==> config.mk <==
export PLATFORM = sky130hd
export DESIGN_NAME = epd_cmd_seq
export DESIGN_NICKNAME = d
export VERILOG_FILES = /design/src/rtl/epd_seq_pkg.sv /design/src/rtl/esq_decode.sv /design/src/rtl/esq_power.sv /design/src/rtl/epd_cmd_seq.sv
export SDC_FILE = /design/constraint.sdc
export NUM_CORES = 1
export LEC_CHECK = 0
export BUFFER_PORTS_ARGS = -buffer_cell sky130_fd_sc_hd__buf_2
export CORE_MARGIN = 8
export CORE_UTILIZATION = 55
export DETAILED_ROUTE_END_ITERATION = 7
export PLACE_DENSITY = 0.82
export SYNTH_ARGS = -nofsm -noshare
export SYNTH_HDL_FRONTEND = slang
export SYNTH_SLANG_ARGS = --single-unit
==> constraint.sdc <==
create_clock -name clk -period 3.7 [get_ports clk]
set_clock_uncertainty 0.1 [all_clocks]
set_input_delay 0.555 -clock clk [delete_from_list [all_inputs] [get_ports clk]]
set_output_delay 0.555 -clock clk [all_outputs]
set_load 0.01 [all_outputs]
==> src/rtl/epd_seq_pkg.sv <==
package epd_seq_pkg;
  localparam logic [7:0] OP_PANEL  = 8'h00;
  localparam logic [7:0] OP_PWROFF = 8'h02;
  localparam logic [7:0] OP_POFSEQ = 8'h03;
  localparam logic [7:0] OP_PWRON  = 8'h04;
  localparam logic [7:0] OP_SLEEP  = 8'h07;
  localparam logic [7:0] OP_STREAM = 8'h10;
  localparam logic [7:0] SLEEP_KEY = 8'hA5;
  localparam logic [7:0] CFG0_DEF  = 8'h0F;
  localparam logic [4:0] CFG1_DEF  = 5'h00;

  typedef enum logic [2:0] {
    EXP_NONE, EXP_CFG0, EXP_CFG1, EXP_POF, EXP_KEY, EXP_STREAM
  } expect_t;

  typedef enum logic [2:0] {
    SQ_IDLE, SQ_PWRUP, SQ_PWROFF, SQ_LOCK, SQ_SLEEP
  } seq_t;

  // frames between source and booster shutdown for a stored code
  function automatic logic [2:0] pof_frames(input logic [1:0] code);
    return {1'b0, code} + 3'd1;
  endfunction
endpackage

==> src/rtl/esq_decode.sv <==
module esq_decode
  import epd_seq_pkg::*;
(
  input  logic       clk,
  input  logic       rst_n,
  input  logic       acc,
  input  logic       is_data,
  input  logic [7:0] val,
  output logic       ev_pon,
  output logic       ev_poff,
  output logic       ev_srst,
  output logic       ev_shd,
  output logic       ev_sleep,
  output logic [7:0] cfg0,
  output logic [4:0] cfg1,
  output logic [1:0] pof_code,
  output logic       pix_we,
  output logic [7:0] pix_byte
);
  expect_t exp_q;

  logic acc_cmd, acc_dat;
  assign acc_cmd = acc && !is_data;
  assign acc_dat = acc && is_data;

  assign ev_pon   = acc_cmd && (val == OP_PWRON);
  assign ev_poff  = acc_cmd && (val == OP_PWROFF);
  assign ev_srst  = acc_dat && (exp_q == EXP_CFG0) && !val[0];
  assign ev_shd   = acc_dat && (exp_q == EXP_CFG0) && val[0] && !val[1];
  assign ev_sleep = acc_dat && (exp_q == EXP_KEY) && (val == SLEEP_KEY);

  always_ff @(posedge clk or negedge rst_n) begin
    if (!rst_n) begin
      exp_q    <= EXP_NONE;
      cfg0     <= CFG0_DEF;
      cfg1     <= CFG1_DEF;
      pof_code <= 2'd0;
      pix_we   <= 1'b0;
      pix_byte <= 8'h00;
    end else begin
      pix_we <= 1'b0;
      if (acc_cmd) begin
        case (val)
          OP_PANEL:  exp_q <= EXP_CFG0;
          OP_POFSEQ: exp_q <= EXP_POF;
          OP_SLEEP:  exp_q <= EXP_KEY;
          OP_STREAM: exp_q <= EXP_STREAM;
          default:   exp_q <= EXP_NONE;
        endcase
      end else if (acc_dat) begin
        case (exp_q)
          EXP_CFG0: begin
            if (!val[0]) begin
              cfg0     <= CFG0_DEF;
              cfg1     <= CFG1_DEF;
              pof_code <= 2'd0;
              exp_q    <= EXP_NONE;
            end else begin
              cfg0  <= val;
              exp_q <= EXP_CFG1;
            end
          end
          EXP_CFG1: begin
            cfg1  <= val[4:0];
            exp_q <= EXP_NONE;
          end
          EXP_POF: begin
            pof_code <= val[5:4];
            exp_q    <= EXP_NONE;
          end
          EXP_KEY: exp_q <= EXP_NONE;
          EXP_STREAM: begin
            pix_we   <= 1'b1;
            pix_byte <= val;
          end
          default: exp_q <= EXP_NONE;
        endcase
      end
    end
  end
endmodule

==> src/rtl/esq_power.sv <==
module esq_power
  import epd_seq_pkg::*;
#(
  parameter int RST_US = 50
) (
  input  logic       clk,
  input  logic       rst_n,
  input  logic       ev_pon,
  input  logic       ev_poff,
  input  logic       ev_srst,
  input  logic       ev_shd,
  input  logic       ev_sleep,
  input  logic [1:0] pof_code,
  input  logic       volt_ready,
  input  logic       frame_tick,
  input  logic       us_tick,
  output logic       seq_busy,
  output logic       boost_en,
  output logic       src_en,
  output logic       deep_sleep
);
  localparam int LW = $clog2(RST_US + 1);
  localparam int CW = (LW > 3) ? LW : 3;
  localparam logic [CW-1:0] LOCK_LAST = CW'(RST_US - 1);

  seq_t          st_q;
  logic [CW-1:0] cnt_q;
  logic [CW-1:0] pof_last;

  assign pof_last = CW'(pof_frames(pof_code)) - CW'(1);

  always_ff @(posedge clk or negedge rst_n) begin
    if (!rst_n) begin
      st_q     <= SQ_IDLE;
      cnt_q    <= '0;
      boost_en <= 1'b0;
      src_en   <= 1'b0;
    end else if (ev_srst) begin
      st_q     <= SQ_LOCK;
      cnt_q    <= '0;
      boost_en <= 1'b0;
      src_en   <= 1'b0;
    end else if (ev_sleep) begin
      st_q     <= SQ_SLEEP;
      boost_en <= 1'b0;
      src_en   <= 1'b0;
    end else if (ev_shd) begin
      boost_en <= 1'b0;
      src_en   <= 1'b0;
    end else if (ev_pon) begin
      st_q     <= SQ_PWRUP;
      boost_en <= 1'b1;
      src_en   <= 1'b1;
    end else if (ev_poff) begin
      st_q   <= SQ_PWROFF;
      cnt_q  <= '0;
      src_en <= 1'b0;
    end else begin
      case (st_q)
        SQ_PWRUP: if (volt_ready) st_q <= SQ_IDLE;
        SQ_PWROFF: if (frame_tick) begin
          if (cnt_q == pof_last) begin
            boost_en <= 1'b0;
            st_q     <= SQ_IDLE;
          end else cnt_q <= cnt_q + CW'(1);
        end
        SQ_LOCK: if (us_tick) begin
          if (cnt_q == LOCK_LAST) st_q <= SQ_IDLE;
          else cnt_q <= cnt_q + CW'(1);
        end
        default: st_q <= st_q;
      endcase
    end
  end

  assign seq_busy   = (st_q != SQ_IDLE);
  assign deep_sleep = (st_q == SQ_SLEEP);
endmodule

==> src/rtl/epd_cmd_seq.sv <==
module epd_cmd_seq #(
  parameter int RST_US = 50
) (
  input  logic       clk,
  input  logic       rst_n,
  input  logic       byte_valid,
  input  logic       byte_is_data,
  input  logic [7:0] byte_val,
  input  logic       volt_ready,
  input  logic       wave_active,
  input  logic       frame_tick,
  input  logic       us_tick,
  output logic       busy_n,
  output logic       boost_en,
  output logic       src_en,
  output logic       deep_sleep,
  output logic [7:0] panel_cfg0,
  output logic [4:0] panel_cfg1,
  output logic [1:0] pof_code,
  output logic       drop_err,
  output logic       pix_we,
  output logic [7:0] pix_byte
);
  logic seq_busy, acc, dropped;
  logic ev_pon, ev_poff, ev_srst, ev_shd, ev_sleep;

  assign busy_n  = !(seq_busy || wave_active);
  assign acc     = byte_valid && busy_n;
  assign dropped = byte_valid && !busy_n;

  esq_decode u_dec (
    .clk(clk), .rst_n(rst_n), .acc(acc), .is_data(byte_is_data), .val(byte_val),
    .ev_pon(ev_pon), .ev_poff(ev_poff), .ev_srst(ev_srst), .ev_shd(ev_shd),
    .ev_sleep(ev_sleep), .cfg0(panel_cfg0), .cfg1(panel_cfg1),
    .pof_code(pof_code), .pix_we(pix_we), .pix_byte(pix_byte)
  );

  esq_power #(.RST_US(RST_US)) u_pwr (
    .clk(clk), .rst_n(rst_n), .ev_pon(ev_pon), .ev_poff(ev_poff),
    .ev_srst(ev_srst), .ev_shd(ev_shd), .ev_sleep(ev_sleep),
    .pof_code(pof_code), .volt_ready(volt_ready), .frame_tick(frame_tick),
    .us_tick(us_tick), .seq_busy(seq_busy), .boost_en(boost_en),
    .src_en(src_en), .deep_sleep(deep_sleep)
  );

  always_ff @(posedge clk or negedge rst_n) begin
    if (!rst_n)       drop_err <= 1'b0;
    else if (dropped) drop_err <= 1'b1;
  end
endmodule

==> results of run 1 <==
==> layout make-up <==
| class | instances | share of cell area (%) |
|---|---|---|
| repair buffers | 43 | 9.89 |
| inverters | 6 | 1.09 |
| clock inverters | 2 | 0.575 |
| well taps | 46 | 2.65 |
| multi-input cells | 127 | 39.6 |
| clock buffers | 6 | 2.36 |
| flip-flops and latches | 38 | 43.9 |
==> through the flow <==
step	area [sq um]	std cells	util (%)	total power, uW	hold slack, ns
2_1_floorplan	1890	178	-	437	0.159
3_3_place_gp	2110	260	63.8	462	0.341
3_5_place_dp	2110	260	63.8	463	0.341
4_1_cts	2180	268	65.7	695	0.185
5_1_grt	2180	268	65.7	711	0.230
6_report	2180	268	65.7	684	0.173
==> worst register-to-register path, delay by kind of cell, from the launching register on <==
| family | cells | cell delay [ns] |
|---|---|---|
| AOI/OAI and AO/OA | 2 | 0.48 |
| and+or+nand+nor | 3 | 1.03 |
| DFF | 1 | 0.47 |
| buffers and inverters | 1 | 0.08 |
==> worst max path at each step <==
stage | from | slack (ns) | end | depth (start not counted)
after floorplan | u_pwr.st_q[0]$_DFFE_PN0P_ | 1.61 | u_dec.pof_code[0]$_DFFE_PN0P_ | 6
after global placement | wave_active | 1.43 | u_dec.pof_code[0]$_DFFE_PN0P_ | 6
after detailed placement | wave_active | 1.36 | u_pwr.src_en$_DFFE_PN0P_ | 7
after CTS | u_pwr.cnt_q[1]$_DFFE_PN0P_ | 1.42 | u_pwr.cnt_q[1]$_DFFE_PN0P_ | 7
after global routing | u_pwr.cnt_q[1]$_DFFE_PN0P_ | 1.22 | u_pwr.cnt_q[1]$_DFFE_PN0P_ | 7
final | u_pwr.st_q[0]$_DFFE_PN0P_ | 1.41 | u_pwr.src_en$_DFFE_PN0P_ | 6
==> power groups by stage <==
stage	Combinational [uW]	Sequential (uW)	Clock, uW
final	36.5	418	229
after global routing	41.3	418	251
after CTS	36.9	418	240
after detailed placement	36.9	426	0
after global placement	36.2	426	0
after floorplan	11.4	426	0
==> cell usage after synthesis (4+ instances only) <==
cell type / n / area [sq um]
a22o_1: 6 / 52.6
dfrtp_1: 35 / 876
inv_1: 5 / 18.8
mux2_2: 7 / 78.8
nand2_1: 17 / 63.8
nand3_1: 10 / 50.1
nor2_1: 8 / 30.0
nor3_1: 5 / 25.0
o21ai_0: 15 / 75.1
o22a_1: 4 / 35.0
==> routing by layer <==
| layer | vias to the layer above | track usage, % | wire length [um] |
|---|---|---|---|
| met5 | - | 0 | 0 |
| met4 | 0 | 6.74 | 51 |
| met3 | 6 | 6.13 | 326 |
| met2 | 47 | 24.3 | 1920 |
| met1 | 761 | 21.8 | 1920 |
| li1 | 742 | - | - |
==> logic make-up (layout without fill, tap and decap cells) <==
family                     Yosys count  count (layout)
and+or+nand+nor                     66              66
AOI/OAI and AO/OA                   47              47
DFF                                 38              38
buffers and inverters               13              57
muxes                                8               8
xor gates and xnor gates             3               3
adders and majority gates            2               2
other                                1               1
==> cells in the final DEF, fill, tap and decap left out, types with 5 or more instances in the layout <==
master / count
inv_1: 5
a22o_1: 6
nor2_1: 8
clkbuf_4: 5
nand2_1: 17
o21ai_0: 15
nand3_1: 10
buf_2: 43
dfrtp_1: 35
mux2_2: 7
nor3_1: 5
==> sequential cells by signal, summed over array words and instances (netlist names) <==
register	cells
u_pwr.src_en	1
u_dec.pix_byte	8
u_dec.cfg1	5
u_dec.pof_code	2
u_pwr.boost_en	1
u_pwr.cnt_q	6
u_pwr.st_q	3
u_dec.pix_we	1
u_dec.cfg0	7
drop_err	1
u_dec.exp_q	3
==> results.py, run 1 <==
metrics = {
    "power_and_ir_drop": {
        "peakVddDrop_mv": 0.233,
        "p_clk_share_pct": 33.5,
        "power.share.switching_pct": 24.2,
        "p_switching_uw": 165,
        "intPower_uw": 518,
        "power.leakage_uw": 0.00104,
        "p_seq_share_pct": 61.1,
        "power.density_nw_per_um2": 314,
        "combPwrFrac_pct": 5.3,
    },
    "logic_synthesis": {
        "synth_area_sq_um": 1890,
        "synth_xor_area_share_pct": 1.39,
        "synthesis.nets": 196,
        "synth_fa_ha_area_share_pct": 1.32,
        "synth_top_family_by_area": "simple AND/OR/NAND/NOR gates",
        "synth-seq-cells": 38,
        "synth_compound_area_share_pct": 17.6,
        "synth-simple-area-share_pct": 20.2,
        "synth_mux_area_share_pct": 4.69,
        "yosys_warnings": 0,
        "synth-seq-area-share_pct": 50.4,
        "synth_async_sr_flop_share_pct": 100,
        "synth_edf_count": 0,
        "synth_area_per_cell_sq_um": 10.6,
        "ys_types": 48,
        "synth_flop_cell": "dfrtp_1",
        "synth_cells": 178,
    },
    "sta": {
        "setup_slack_ns": 1.41,
        "fin_crit_ns": 2.29,
        "max_freq_ghz": 0.437,
        "tightest_slew_ns": 0.814,
        "drv_slew": 0,
        "fin_crit_sh_pct": 61.8,
        "slew_headroom_pct": 45.7,
        "hold_viol_final": 0,
        "rsz0062_at_grt": "false",
        "setup_tns_ns": 0,
        "setup_viol": 0,
    },
    "route": {
        "drtIter0Drc": 102,
        "avgRoutedWirePerCell_um": 15.7,
        "vias": 1556,
        "post-route-drc-count": 0,
        "firstDrtPassIters": 4,
        "routed_wl_mm": 4.22,
        "vias_per_cell": 5.81,
        "final_antenna_net_count": 0,
    },
    "clocking": {
        "cts-root-buf": "clkbuf_4",
        "cts.repair.resized": 0,
        "clockBufferDepth": 2,
        "post-cts-setup-buffers": 0,
        "hold_buffers": 0,
        "numClockSinks": 38,
        "path_clk_slew_ns": 0.11,
        "htree_levels": 2,
        "clk_latency_ns": 0.36,
        "numCtsBuffers": 5,
        "cts_tree": "yes",
    },
    "outcome": {
        "status": "completed",
    },
    "hold_path": {
        "hp-class": "input pin to asynchronous set/reset pin",
    },
    "setup_path": {
        "path_cells": "or4_4 -> clkinv_2 -> and2_1 -> nand2_2 -> o41ai_2 -> a21oi_1",
        "required_ns": 3.83,
        "critPathMaxStageDelay_ns": 0.57,
        "reg2reg_slack_ns": 1.41,
        "crit_path_end_kind": "flip-flop",
        "r2r_start": "u_pwr.st_q[0]$_DFFE_PN0P_",
        "cp-start-kind": "flip-flop",
        "worstSetupPathType": "flip-flop to flip-flop",
        "crit_fanout": 8,
        "cp_top_family": "simple AND/OR/NAND/NOR gates",
        "crit_slowest_cell": "or4_4",
        "path_buf_inv": 1,
        "r2r_cells": 6,
        "arrival_ns": 2.42,
        "r2r_end": "u_pwr.src_en$_DFFE_PN0P_",
    },
    "final_layout": {
        "fillCellCount": 293,
        "num_antenna_cells": 0,
        "nNetsFinal": 239,
        "ff_latch_area_sq_um": 955,
        "post_route_cells_drive_above_1_share_pct": 32.4,
        "area_growth_pct": 14.9,
        "multi_input_area_sq_um": 861,
    },
    "global_route": {
        "grt_pass1_vias": 1511,
        "grt_max_degree": 39,
        "antenna_found_initial": 0,
        "track_usage_pct": 16.7,
        "grt-ovfl-total": 0,
        "grt_pass1_wl_mm": 7.13,
    },
    "floorplan": {
        "ios": 45,
        "die_h_um": 74.7,
        "start_util_pct": 57.2,
        "dieArea_sq_um": 5580,
        "rows": 21,
        "die_w_um": 74.7,
        "core_region_area_sq_um": 3310,
    },
    "place": {
        "post-dp-hpwl_mm": 3.15,
        "place.gp.congestion": 0.916,
        "dp_slack_ns": 1.36,
        "io_buffers": 43,
    },
    "job": {
        "cap_violations": 0,
    },
}
Note: power is estimated with default switching activity, not from simulation.
==> inputs of run 2 (changes only) <==
CORE_UTILIZATION = 53   (was 55)
PLACE_DENSITY = 0.79   (was 0.82)
clock period = 2.4 ns   (was 3.7 ns; I/O delays follow)
==> results.py, run 2 (synthesized netlist as in run 1, its figures left out) <==
metrics = {
    "outcome": {
        "status": "finished with violations",
        "violations": "negative hold slack",
    },
    "floorplan": {
        "start_util_pct": 55.9,
        "dieArea_sq_um": 5740,
        "rows": 21,
        "core_region_area_sq_um": 3390,
        "die_h_um": 75.8,
        "ios": 45,
        "die_w_um": 75.8,
    },
    "final_layout": {
        "nNetsFinal": 245,
        "post_route_cells_drive_above_1_share_pct": 34.2,
        "num_antenna_cells": 0,
        "regMostFlops": "u_dec.pix_byte",
        "final_cell_mix": "buf_2 (43), dfrtp_1 (35), nand2_1 (17), o21ai_0 (15), nand3_1 (10)",
        "largest_reg_flops": 8,
        "reg_top3": "u_dec.pix_byte x8, u_dec.cfg0 x7, u_pwr.cnt_q x6",
        "area_growth_pct": 17.3,
        "fillCellCount": 293,
        "mostFrequentLayoutCell": "buf_2",
        "final_cell_area_sq_um": 2220,
    },
    "setup_path": {
        "r2r_end": "u_pwr.src_en$_DFFE_PN0P_",
        "r2r_cells": 6,
        "required_ns": 2.52,
        "crit_path_end_kind": "flip-flop",
        "cp-start-kind": "flip-flop",
        "worstSetupPathType": "flip-flop to flip-flop",
        "crit_fanout": 8,
        "reg2reg_slack_ns": 0.17,
        "r2r_start": "u_pwr.st_q[2]$_DFFE_PN0P_",
        "arrival_ns": 2.35,
    },
    "sta": {
        "hold_viol_final": 14,
        "fin_crit_sh_pct": 92.9,
        "setup_tns_ns": 0,
        "setup_viol": 0,
        "slew_headroom_pct": 45.8,
        "drv_slew": 0,
        "max_freq_ghz": 0.449,
        "holdWs_ns": -0.00898,
        "fin_crit_ns": 2.23,
        "rsz0062_at_grt": "false",
        "tightest_slew_ns": 0.813,
    },
    "hold_path": {
        "hp-class": "input pin to asynchronous set/reset pin",
    },
    "clocking": {
        "hold_buffers": 0,
        "cts_tree": "yes",
        "cts-root-buf": "clkbuf_4",
        "path_clk_slew_ns": 0.12,
        "numCtsBuffers": 5,
        "cts.repair.resized": 0,
        "post-cts-setup-buffers": 0,
        "htree_levels": 2,
        "clockBufferDepth": 2,
        "numClockSinks": 38,
        "clk_latency_ns": 0.35,
    },
    "route": {
        "vias_per_cell": 5.82,
        "final_antenna_net_count": 0,
        "avgRoutedWirePerCell_um": 15.9,
        "routed_wl_mm": 4.35,
        "post-route-drc-count": 0,
        "vias": 1596,
        "drtIter0Drc": 147,
        "firstDrtPassIters": 4,
    },
    "place": {
        "io_buffers": 43,
        "post-dp-hpwl_mm": 3.23,
        "place.gp.congestion": 0.860,
        "dpl_cell_area_sq_um": 2160,
    },
    "job": {
        "cap_violations": 0,
    },
    "global_route": {
        "grt-ovfl-total": 0,
        "grt_pass1_wl_mm": 7.22,
        "track_usage_pct": 16.5,
        "grt_pass1_vias": 1550,
        "grt_max_degree": 39,
        "antenna_found_initial": 0,
    },
    "power_and_ir_drop": {
        "peakVddDrop_mv": 0.389,
        "power.leakage_uw": 0.00107,
        "power.density_nw_per_um2": 474,
    },
}
-- run 2: where the power goes --
| group | leakage [uW] | switching, uW | internal [uW] |
|---|---|---|---|
| clock network | 0.0000343 | 212 | 141 |
| registers | 0.000503 | 2.46 | 642 |
| logic | 0.000531 | 40.1 | 16.3 |
| total | 0.00107 | 254 | 799 |
-- run 2: worst max-delay path, stage by stage, from the launching register on --
cell and delay [ns]:
dfrtp_1 0.43, or4_4 0.58, clkinv_2 0.08, and2_1 0.33
nand2_2 0.12, o41ai_2 0.40, a21oi_1 0.07
-- run 2: layer usage --
metal  part of all wire (%)  vias up  GRT usage (%)
met3                    9.0        7           5.53
li1                       -      757              -
met2                     45       69           23.1
met4                    1.1        0           6.18
met1                     45      763           22.7
met5                      0        -              0
-- run 2: worst max path at each step --
stage | from | to | slack, ns | cells past startpoint
after floorplan | u_pwr.st_q[0]$_DFFE_PN0P_ | u_dec.pof_code[0]$_DFFE_PN0P_ | 0.31 | 6
after global placement | u_pwr.st_q[2]$_DFFE_PN0P_ | u_pwr.boost_en$_DFFE_PN0P_ | 0.25 | 6
after detailed placement | u_pwr.st_q[2]$_DFFE_PN0P_ | u_pwr.src_en$_DFFE_PN0P_ | 0.19 | 6
after CTS | u_pwr.st_q[2]$_DFFE_PN0P_ | u_pwr.src_en$_DFFE_PN0P_ | 0.18 | 6
after global routing | u_pwr.st_q[2]$_DFFE_PN0P_ | u_pwr.boost_en$_DFFE_PN0P_ | 0.07 | 6
final | u_pwr.st_q[2]$_DFFE_PN0P_ | u_pwr.src_en$_DFFE_PN0P_ | 0.17 | 6
-- run 2: stage by stage --
step	worst slack, ns	hold WS, ns	total power [uW]	utilization, %	cells
after floorplan	0.314	-0.0356	674	-	178
after global placement	0.253	0.335	713	63.6	266
after detailed placement	0.194	0.340	713	63.6	266
after CTS	0.184	0.00595	1060	65.5	274
after global routing	0.0720	0.0393	1090	65.5	274
final	0.171	-0.00898	1050	65.5	274
-- run 2: area by class of cell --
type / count / area (sq um) / share of cell area (%)
clock buffer: 6 / 51.3 / 2.31
clock inverter: 2 / 12.5 / 0.563
inverter: 6 / 23.8 / 1.07
multi-input combinational: 127 / 861 / 38.8
sequential: 38 / 955 / 43.0
tap: 46 / 57.6 / 2.59
timing repair buffer: 49 / 260 / 11.7
==> inputs of run 3 (changes only) <==
CORE_UTILIZATION = 46   (was 53)
PLACE_DENSITY = 0.7   (was 0.79)
==> results.py, run 3 (synthesized netlist as in run 1, its figures left out) <==
metrics = {
    "outcome": {
        "status": "completed",
    },
    "power_and_ir_drop": {
        "power.share.switching_pct": 21.4,
        "combPwrFrac_pct": 4.6,
        "p_seq_share_pct": 52.6,
        "p_clk_share_pct": 42.9,
        "power.density_nw_per_um2": 538,
        "intPower_uw": 964,
        "p_switching_uw": 262,
        "peakVddDrop_mv": 0.311,
        "power.leakage_uw": 0.00110,
    },
    "global_route": {
        "grt_max_degree": 39,
        "grt-ovfl-total": 0,
        "track_usage_pct": 14.6,
        "grt_pass1_vias": 1658,
        "antenna_found_initial": 0,
        "grt_pass1_wl_mm": 7.51,
    },
    "setup_path": {
        "crit_path_end_kind": "flip-flop",
        "required_ns": 2.48,
        "r2r_cells": 5,
        "cp-endpoint": "u_dec.pof_code[0]$_DFFE_PN0P_",
        "cp-startpoint": "u_pwr.st_q[2]$_DFFE_PN0P_",
        "cp-start-kind": "flip-flop",
        "r2r_start": "u_pwr.st_q[2]$_DFFE_PN0P_",
        "r2r_end": "u_dec.pof_code[0]$_DFFE_PN0P_",
        "crit_fanout": 13,
        "reg2reg_slack_ns": 0.24,
        "arrival_ns": 2.24,
        "worstSetupPathType": "flip-flop to flip-flop",
    },
    "final_layout": {
        "post_route_cells_drive_above_1_share_pct": 34.5,
        "largest_reg_flops": 8,
        "regMostFlops": "u_dec.pix_byte",
        "area_growth_pct": 20.4,
        "reg_top3": "u_dec.pix_byte x8, u_dec.cfg0 x7, u_pwr.cnt_q x6",
        "nNetsFinal": 246,
        "final_cell_mix": "buf_2 (43), dfrtp_1 (35), nand2_1 (17), o21ai_0 (15), nand3_1 (10)",
        "num_antenna_cells": 0,
        "final_cell_area_sq_um": 2280,
        "mostFrequentLayoutCell": "buf_2",
    },
    "hold_path": {
        "hp-class": "input pin to asynchronous set/reset pin",
    },
    "clocking": {
        "hold_buffers": 0,
        "path_clk_slew_ns": 0.07,
        "cts-root-buf": "clkbuf_8",
        "cts.repair.resized": 0,
        "cts_tree": "yes",
        "numClockSinks": 38,
        "htree_levels": 2,
        "clk_latency_ns": 0.29,
        "numCtsBuffers": 5,
        "clockBufferDepth": 2,
        "post-cts-setup-buffers": 0,
    },
    "floorplan": {
        "rows": 23,
        "ios": 45,
        "die_w_um": 80.2,
        "dieArea_sq_um": 6420,
        "core_region_area_sq_um": 3970,
        "start_util_pct": 47.7,
        "die_h_um": 80.2,
    },
    "route": {
        "post-route-drc-count": 0,
        "avgRoutedWirePerCell_um": 15.9,
        "routed_wl_mm": 4.44,
        "final_antenna_net_count": 0,
        "vias": 1570,
        "drtIter0Drc": 89,
        "firstDrtPassIters": 5,
        "vias_per_cell": 5.63,
    },
    "place": {
        "dpl_cell_area_sq_um": 2170,
        "io_buffers": 43,
        "post-dp-hpwl_mm": 3.34,
        "place.gp.congestion": 0.806,
        "dp_slack_ns": 0.247,
    },
    "sta": {
        "fin_crit_sh_pct": 90.2,
        "fin_crit_ns": 2.16,
        "slew_headroom_pct": 46.1,
        "rsz0062_at_grt": "false",
        "tightest_slew_ns": 0.808,
        "drv_slew": 0,
        "setup_tns_ns": 0,
        "setup_viol": 0,
        "max_freq_ghz": 0.462,
        "hold_viol_final": 0,
        "setup_slack_ns": 0.235,
    },
    "job": {
        "cap_violations": 0,
    },
}
run 3: cell count changes in the layout (fill, tap and decap cells not counted):
cell,change
buf_4,+1
bufinv_16,+1
clkbuf_4,-5
clkbuf_8,+4
clkinv_2,+1
clkinvlp_4,-1
run 3: routing by layer:
layer | track usage, % | part of all wire (%) | wire length, um | up-vias
li1 | - | - | - | 759
met1 | 17.6 | 46 | 2040 | 755
met2 | 23.7 | 45 | 2000 | 49
met3 | 5.25 | 7.6 | 339 | 7
met4 | 4.91 | 1.4 | 63 | 0
met5 | 0 | 0 | 0 | -
run 3: final cells by class:
cell class	instances	area [sq um]
Sequential cell	38	955
Clock buffer	5	68.8
Clock inverter	3	40.0
Timing Repair Buffer	50	268
Inverter	6	23.8
Tap cell	50	62.6
Multi-Input combinational cell	127	861
Fill cell	364	1690
run 3: through the flow:
step	cells	hold WS (ns)	util, %	power [uW]
6_report	279	0.0594	57.4	1230
5_1_grt	279	0.147	57.4	1270
4_1_cts	279	0.0901	57.4	1240
3_5_place_dp	271	0.353	54.6	713
3_3_place_gp	271	0.354	54.6	713
2_1_floorplan	178	-0.0356	-	674
run 3: critical path, cell delays in order, from the launching register on:
cell,delay [ns]
dfrtp_1,0.41
or4_4,0.57
clkinv_2,0.08
nand2_2,0.16
or4_4,0.55
a22o_1,0.18
run 3: how the worst min path moves through the flow:
| stage | from | endpoint | slack [ns] | depth (start not counted) |
|---|---|---|---|---|
| finish | rst_n | u_pwr.cnt_q[3]$_DFFE_PN0P_ | 0.06 | 1 |
| global route | rst_n | u_pwr.cnt_q[3]$_DFFE_PN0P_ | 0.15 | 1 |
| CTS | rst_n | u_dec.cfg1[0]$_DFFE_PN0P_ | 0.09 | 1 |
| detailed placement | drop_err$_DFFE_PN0P_ | drop_err$_DFFE_PN0P_ | 0.35 | 1 |
| global placement | drop_err$_DFFE_PN0P_ | drop_err$_DFFE_PN0P_ | 0.35 | 1 |
| floorplan | rst_n | drop_err$_DFFE_PN0P_ | -0.04 | 0 |
run 3: power groups by stage:
stage	Sequential [uW]	Combinational, uW	Clock (uW)
2_1_floorplan	656	17.6	0
3_3_place_gp	657	56.4	0
4_1_cts	645	56.8	539
5_1_grt	645	63.4	566
6_report	645	55.8	526
3_5_place_dp	657	56.3	0
